===== src/rtl/pkt_sf_fifo_pkg.sv =====
package pkt_sf_fifo_pkg;

  // Packet boundary marks stored next to each payload word.
  typedef struct packed {
    logic sop;
    logic eop;
  } sff_marks_t;

  localparam int unsigned SFF_MARK_W = $bits(sff_marks_t);

  // Width of a counter that must reach the value lim inclusive.
  function automatic int unsigned sff_cnt_w(input int unsigned lim);
    return (lim < 1) ? 1 : $clog2(lim + 1);
  endfunction

  // Width of an index into lim entries.
  function automatic int unsigned sff_idx_w(input int unsigned lim);
    return (lim < 2) ? 1 : $clog2(lim);
  endfunction

endpackage


===== src/rtl/sff_rst_sync.sv =====
module sff_rst_sync (
  input  logic clk,
  input  logic rst_n,
  output logic rst_sync_n
);

  logic meta_q;
  logic hold_q;

  // Asserts at once with rst_n, deasserts two edges after rst_n rises.
  always_ff @(posedge clk or negedge rst_n) begin
    if (!rst_n) begin
      meta_q <= 1'b0;
      hold_q <= 1'b0;
    end else begin
      meta_q <= 1'b1;
      hold_q <= meta_q;
    end
  end

  assign rst_sync_n = hold_q;

endmodule


===== src/rtl/sff_store.sv =====
module sff_store #(
  parameter int unsigned WIDTH = 66,
  parameter int unsigned DEPTH = 16
) (
  input  logic                                      clk,
  input  logic                                      wr_en,
  input  logic [pkt_sf_fifo_pkg::sff_idx_w(DEPTH)-1:0] wr_addr,
  input  logic [WIDTH-1:0]                          wr_word,
  input  logic [pkt_sf_fifo_pkg::sff_idx_w(DEPTH)-1:0] rd_addr,
  output logic [WIDTH-1:0]                          rd_word
);

  localparam int unsigned AW     = pkt_sf_fifo_pkg::sff_idx_w(DEPTH);
  localparam int unsigned FLAT_W = DEPTH * WIDTH;

  logic [FLAT_W-1:0] flat;

  // One register per entry with its own decoded write enable.
  for (genvar gi = 0; gi < DEPTH; gi++) begin : g_entry
    logic             sel;
    logic [WIDTH-1:0] entry_q;

    assign sel = wr_en && (wr_addr == AW'(gi));

    always_ff @(posedge clk) begin
      if (sel) begin
        entry_q <= wr_word;
      end
    end

    assign flat[gi*WIDTH +: WIDTH] = entry_q;
  end

  // Combinational read: the head entry is presented without a bubble.
  assign rd_word = flat[rd_addr*WIDTH +: WIDTH];

endmodule


===== src/rtl/sff_ptr_ctl.sv =====
module sff_ptr_ctl #(
  parameter int unsigned DEPTH = 16
) (
  input  logic                                          clk,
  input  logic                                          rst_n,
  input  logic                                          push,
  input  logic                                          pop,
  output logic [pkt_sf_fifo_pkg::sff_idx_w(DEPTH)-1:0]  wr_ptr,
  output logic [pkt_sf_fifo_pkg::sff_idx_w(DEPTH)-1:0]  rd_ptr,
  output logic                                          full,
  output logic                                          empty
);

  localparam int unsigned AW = pkt_sf_fifo_pkg::sff_idx_w(DEPTH);
  localparam int unsigned CW = pkt_sf_fifo_pkg::sff_cnt_w(DEPTH);
  localparam logic [AW-1:0] LAST_IDX = AW'(DEPTH - 1);
  localparam logic [CW-1:0] FULL_CNT = CW'(DEPTH);

  logic [AW-1:0] wr_q, wr_d;
  logic [AW-1:0] rd_q, rd_d;
  logic [CW-1:0] occ_q, occ_d;
  logic          occ_en;

  function automatic logic [AW-1:0] step(input logic [AW-1:0] p);
    return (p == LAST_IDX) ? '0 : p + AW'(1);
  endfunction

  always_comb begin
    wr_d   = push ? step(wr_q) : wr_q;
    rd_d   = pop  ? step(rd_q) : rd_q;
    occ_en = push ^ pop;
    occ_d  = occ_q;
    if (push && !pop) begin
      occ_d = occ_q + CW'(1);
    end else if (pop && !push) begin
      occ_d = occ_q - CW'(1);
    end
  end

  always_ff @(posedge clk or negedge rst_n) begin
    if (!rst_n) begin
      wr_q <= '0;
    end else if (push) begin
      wr_q <= wr_d;
    end
  end

  always_ff @(posedge clk or negedge rst_n) begin
    if (!rst_n) begin
      rd_q <= '0;
    end else if (pop) begin
      rd_q <= rd_d;
    end
  end

  always_ff @(posedge clk or negedge rst_n) begin
    if (!rst_n) begin
      occ_q <= '0;
    end else if (occ_en) begin
      occ_q <= occ_d;
    end
  end

  assign wr_ptr = wr_q;
  assign rd_ptr = rd_q;
  assign full   = (occ_q == FULL_CNT);
  assign empty  = (occ_q == '0);

endmodule


===== src/rtl/sff_pkt_count.sv =====
module sff_pkt_count #(
  parameter int unsigned DEPTH = 16
) (
  input  logic clk,
  input  logic rst_n,
  input  logic done_in,
  input  logic done_out,
  output logic have_pkt
);

  localparam int unsigned CW = pkt_sf_fifo_pkg::sff_cnt_w(DEPTH);

  logic [CW-1:0] cnt_q, cnt_d;
  logic          cnt_en;

  // A packet finishing on both sides in one cycle leaves the count as is.
  always_comb begin
    cnt_en = done_in ^ done_out;
    cnt_d  = cnt_q;
    if (done_in && !done_out) begin
      cnt_d = cnt_q + CW'(1);
    end else if (done_out && !done_in) begin
      cnt_d = cnt_q - CW'(1);
    end
  end

  always_ff @(posedge clk or negedge rst_n) begin
    if (!rst_n) begin
      cnt_q <= '0;
    end else if (cnt_en) begin
      cnt_q <= cnt_d;
    end
  end

  assign have_pkt = (cnt_q != '0);

endmodule


===== src/rtl/pkt_sf_fifo.sv =====
module pkt_sf_fifo #(
  parameter int unsigned DATA_W = 64,
  parameter int unsigned DEPTH  = 16
) (
  input  logic              clk,
  input  logic              rst_n,
  input  logic              in_valid,
  output logic              in_ready,
  input  logic [DATA_W-1:0] in_data,
  input  logic              in_sop,
  input  logic              in_eop,
  output logic              out_valid,
  input  logic              out_ready,
  output logic [DATA_W-1:0] out_data,
  output logic              out_sop,
  output logic              out_eop,
  output logic              buf_full,
  output logic              buf_empty
);

  import pkt_sf_fifo_pkg::*;

  localparam int unsigned AW = sff_idx_w(DEPTH);
  localparam int unsigned WW = DATA_W + SFF_MARK_W;

  logic          rst_sync_n;
  logic          push;
  logic          pop;
  logic          have_pkt;
  logic          full;
  logic          empty;
  logic [AW-1:0] wr_ptr;
  logic [AW-1:0] rd_ptr;
  logic [WW-1:0] wr_word;
  logic [WW-1:0] rd_word;
  sff_marks_t    wr_marks;
  sff_marks_t    rd_marks;

  sff_rst_sync u_rst (
    .clk        (clk),
    .rst_n      (rst_n),
    .rst_sync_n (rst_sync_n)
  );

  assign push = in_valid && !full;
  assign pop  = have_pkt && out_ready;

  assign wr_marks.sop = in_sop;
  assign wr_marks.eop = in_eop;
  assign wr_word      = {wr_marks, in_data};

  sff_ptr_ctl #(.DEPTH(DEPTH)) u_ptr (
    .clk    (clk),
    .rst_n  (rst_sync_n),
    .push   (push),
    .pop    (pop),
    .wr_ptr (wr_ptr),
    .rd_ptr (rd_ptr),
    .full   (full),
    .empty  (empty)
  );

  sff_store #(.WIDTH(WW), .DEPTH(DEPTH)) u_store (
    .clk     (clk),
    .wr_en   (push),
    .wr_addr (wr_ptr),
    .wr_word (wr_word),
    .rd_addr (rd_ptr),
    .rd_word (rd_word)
  );

  assign rd_marks = rd_word[WW-1 -: SFF_MARK_W];

  sff_pkt_count #(.DEPTH(DEPTH)) u_cnt (
    .clk      (clk),
    .rst_n    (rst_sync_n),
    .done_in  (push && in_eop),
    .done_out (pop && rd_marks.eop),
    .have_pkt (have_pkt)
  );

  assign in_ready  = !full;
  assign out_valid = have_pkt;
  assign out_data  = rd_word[DATA_W-1:0];
  assign out_sop   = rd_marks.sop;
  assign out_eop   = rd_marks.eop;
  assign buf_full  = full;
  assign buf_empty = empty;

endmodule


===== config.mk =====
export PLATFORM = sky130hd
export DESIGN_NAME = pkt_sf_fifo
export DESIGN_NICKNAME = d
export VERILOG_FILES = /design/src/rtl/pkt_sf_fifo_pkg.sv /design/src/rtl/sff_rst_sync.sv /design/src/rtl/sff_store.sv /design/src/rtl/sff_ptr_ctl.sv /design/src/rtl/sff_pkt_count.sv /design/src/rtl/pkt_sf_fifo.sv
export SDC_FILE = /design/constraint.sdc
export NUM_CORES = 1
export LEC_CHECK = 0
export BUFFER_PORTS_ARGS = -buffer_cell sky130_fd_sc_hd__buf_2
export CORE_MARGIN = 8
export CORE_UTILIZATION = 45
export DETAILED_ROUTE_END_ITERATION = 7
export RECOVER_POWER = 50
export SETUP_SLACK_MARGIN = 0.15
export SYNTH_ARGS = -nofsm -noshare
export SYNTH_HDL_FRONTEND = slang
export SYNTH_SLANG_ARGS = --single-unit

===== constraint.sdc =====
create_clock -name clk -period 2.1 [get_ports clk]
set_input_delay 0.21 -clock clk [delete_from_list [all_inputs] [get_ports clk]]
set_output_delay 0.21 -clock clk [all_outputs]
set_load 0.005 [all_outputs]

==> run_results.csv <==
group,metric,value,unit
status,status,"finished with violations",
status,violations,"negative setup slack",
power_and_ir_drop,internal_power,50600,uW
synth,synth.top_cells.by_count,"1056 x edfxtp_1, 264 x mux4_2, 130 x a22oi_1, 82 x nand2_1, 37 x clkbuf_1",
critical_path,crit_path_max_incr_delay,0.48,ns
synth,synth_area_leaders,"edfxtp_1 78%, mux4_2 15%, a22oi_1 2.4%, dfrtp_1 1.2%, nand2_1 0.76%",
routing,dr.pass1.iters,6,
timing,period_needed,2.98,ns
synth,synth-main-ff-cell,"edfxtp_1",
synth,seq_area_frac_synth,79.1,%
timing,fin_hold_ws,0.241,ns
critical_path,crit_path_max_fanout,6,
floorplanning,core_area,89900,um2
critical_path,end_kind,"output port",
global_route,grt_max_degree,69,
power_and_ir_drop,power.total,72500,uW
global_route,antenna_found_initial,4,
placed_design,hpwl,53500,um
synth,yosysTopAreaCell,"edfxtp_1",
power_and_ir_drop,switching_share,30.2,%
timing,worst_pin_slew,0.906,ns
synth,yosysMostFrequentCell,"edfxtp_1",
clock_network,cts_tree,"built",
power_and_ir_drop,p_leak,0.0173,uW
floorplanning,fp.dieH,317,um
synth,synth.avg_cell_area,23.2,um2
cells_and_area,final_cells,3546,
floorplanning,dieArea,100000,um2
routing,via_per_inst,5.89,
timing,max_freq,336,MHz
synth,ys_ff_latch,1076,
critical_path,crit_family,"buffers and inverters",
routing,drc,0,
clock_network,clk_latency,0.69,ns
synth,synth_cell_types,36,
clock_network,cts_buffers,110,
global_route,grt_pass1_wl,149000,um
timing,fin_crit_sh,142,%
critical_path,regToRegSetupSlack,-0.87,ns
placed_design,io_buffers,139,
synth,ys_async_sr_fraction,1.86,%
clock_network,cts-root-buf,"clkbuf_16",
synth,ys_warn_count,0,
power_and_ir_drop,p_switching,21900,uW
critical_path,arrival,2.77,ns
cells_and_area,drive_gt1_share,40.7,%
worst_hold_path,hold_class,"primary input to flip-flop",
timing,grt_setup_unrepaired,"true",
cells_and_area,nNetsFinal,2361,
floorplanning,num_rows,110,
timing,setup_viol,629,
power_and_ir_drop,vdd_drop_max,0.966,mV
critical_path,critPathBufInv,6,
timing,max_slew_margin,39.6,%
critical_path,worstSetupStartpointType,"flip-flop",
global_route,grt_overflow,0,
timing,slew_viol_final,0,
critical_path,required,1.89,ns
routing,drtIter0Drc,2163,
power_and_ir_drop,power_frac_clock,27.2,%
power_and_ir_drop,power.share.sequential,36.2,%
synth,synthCells,1754,
floorplanning,die_x,317,um
clock_network,clkTransAtPathRegs,0.06,ns
routing,totalWireLength,107000,um
timing,skew,0.0384,ns
synth,synth_top_cell_area_share,77.9,%
job,drv_cap,0,
clock_network,htreeDepth,3,
timing,finalHoldViolations,0,
global_route,grt_pass1_vias,21871,
critical_path,path_cells,"buf_6 -> buf_16 -> buf_12 -> buf_12 -> clkbuf_16 -> mux4_2 -> a22oi_2 -> nand2_2 -> buf_6",
routing,wl_per_cell,30.2,um
critical_path,crit_type,"flip-flop to output port",
clock_network,clockBufferDepth,3,
routing,ant_nets,0,
routing,num_vias,20895,
placed_design,gp_congestion,0.734,
synth,synth_edf_count,1056,
power_and_ir_drop,pwr-share-comb,36.6,%
critical_path,critPathSlowestCell,"dfrtp_4",
floorplanning,num_io_pins,140,
synth,synth_nets,1839,
clock_network,clock_sinks,1076,
timing,fin_ws,-0.879,ns
power_and_ir_drop,p_per_area,1370,nW/um2
floorplanning,initial_core_util,45.3,%
synth,netlist_area,40700,um2
cells_and_area,areaGrowthSynthToFinish,29.7,%
placed_design,placed_cells,3141,
global_route,track_usage,20.5,%
==> worst min-delay path, stage by stage <==
cell and delay, ns:
buf_2 0.11, a21bo_2 0.21, buf_6 0.11, buf_4 0.13, o21ai_0 0.09
==> metrics by stage <==
stage	area (um2)	worst slack, ns	TNS (ns)	util (%)
6_report	52800	-0.879	-89.23	58.8
5_1_grt	52800	-0.978	-128.66	58.8
4_1_cts	51700	-0.957	-89.60	57.5
3_5_place_dp	45000	-1.05	-57.06	50.1
3_3_place_gp	45000	-1.03	-51.00	50.1
2_1_floorplan	40900	-0.930	-446.00	-
==> worst paths after layout <==
check                                                 start                           to  cells past startpoint
max in group asynchronous        u_rst.rst_sync_n$_DFF_PN0_  u_ptr.rd_ptr[0]$_DFFE_PN0P_                      0
worst min register to register       u_rst.meta_q$_DFF_PN0_   u_rst.rst_sync_n$_DFF_PN0_                      0
worst max register to register  u_ptr.rd_ptr[0]$_DFFE_PN0P_   u_cnt.cnt_q[4]$_DFFE_PN0P_                     11
min in group asynchronous        u_rst.rst_sync_n$_DFF_PN0_  u_ptr.wr_ptr[3]$_DFFE_PN0P_                      0
worst max-delay path            u_ptr.rd_ptr[0]$_DFFE_PN0P_                 out_data[39]                      9
worst min-delay path                              out_ready  u_ptr.rd_ptr[3]$_DFFE_PN0P_                      5
==> layer usage <==
| metal | GRT usage [%] | vias to the layer above | wire length [um] |
|---|---|---|---|
| met1 | 27.2 | 11362 | 43300 |
| met2 | 34.9 | 790 | 54600 |
| li1 | - | 8607 | - |
| met3 | 3.82 | 134 | 6970 |
| met5 | 0 | - | 13 |
| met4 | 5.72 | 2 | 2280 |
==> power groups by stage <==
stage | Combinational, uW | Sequential, uW | Clock, uW
2_1_floorplan | 12000 | 26500 | 0
3_3_place_gp | 19500 | 26500 | 0
3_5_place_dp | 19700 | 26600 | 0
4_1_cts | 24600 | 26200 | 20100
5_1_grt | 28000 | 26300 | 20900
6_report | 26500 | 26200 | 19700
==> cell usage in the layout, fill, tap and decap left out, drive strengths merged, types with 4 or more instances in the layout <==
master	Yosys	layout
edfxtp	1056	1056
buf	58	360
mux4	264	264
clkbuf	37	211
a22oi	130	130
nand2	82	82
dlygate4sd3	0	69
clkinv	0	43
dfrtp	20	20
bufinv	0	14
nor2	14	14
ha	13	13
nor3	12	12
o21ai	11	11
inv	5	8
clkinvlp	0	6
a21o	6	6
a21oi	5	5
xnor2	5	5
nor2b	4	4
==> cells by family after synthesis <==
group	share of synthesized area, %
muxes	14.8
buffers and inverters	1.32
adders and majority gates	0.498
xor gates and xnor gates	0.172
other	0.00921
AOI/OAI and AO/OA	2.91
DFF	79.1
and+or+nand+nor	1.24
==> flip-flops by register name, indices dropped and copies added, names as in the netlist <==
name,count
u_store.g_entry.entry_q,1056
u_cnt.cnt_q,5
u_ptr.occ_q,5
u_ptr.rd_ptr,4
u_ptr.wr_ptr,4
u_rst.meta_q,1
u_rst.rst_sync_n,1
==> timing repair <==
item                       in CTS  in global routing
setup endpoints to repair     873               1086
pin swaps                      58                 70
gates resized for setup       166                113
hold endpoints to repair     1059                  0
gates cloned                   40                 24
setup buffers                  54                 13
hold buffers                   69                  0
==> layout make-up <==
cell class	instances	area, um2
Tap cell	1176	1470
Timing Repair Buffer	505	6580
Inverter	5	21.3
Multi-Input combinational cell	578	8860
Sequential cell	1076	32200
Antenna cell	3	7.51
Clock inverter	66	746
Clock buffer	137	2920
Fill cell	6362	37100
No activity file was read; power rests on OpenSTA's default activity.
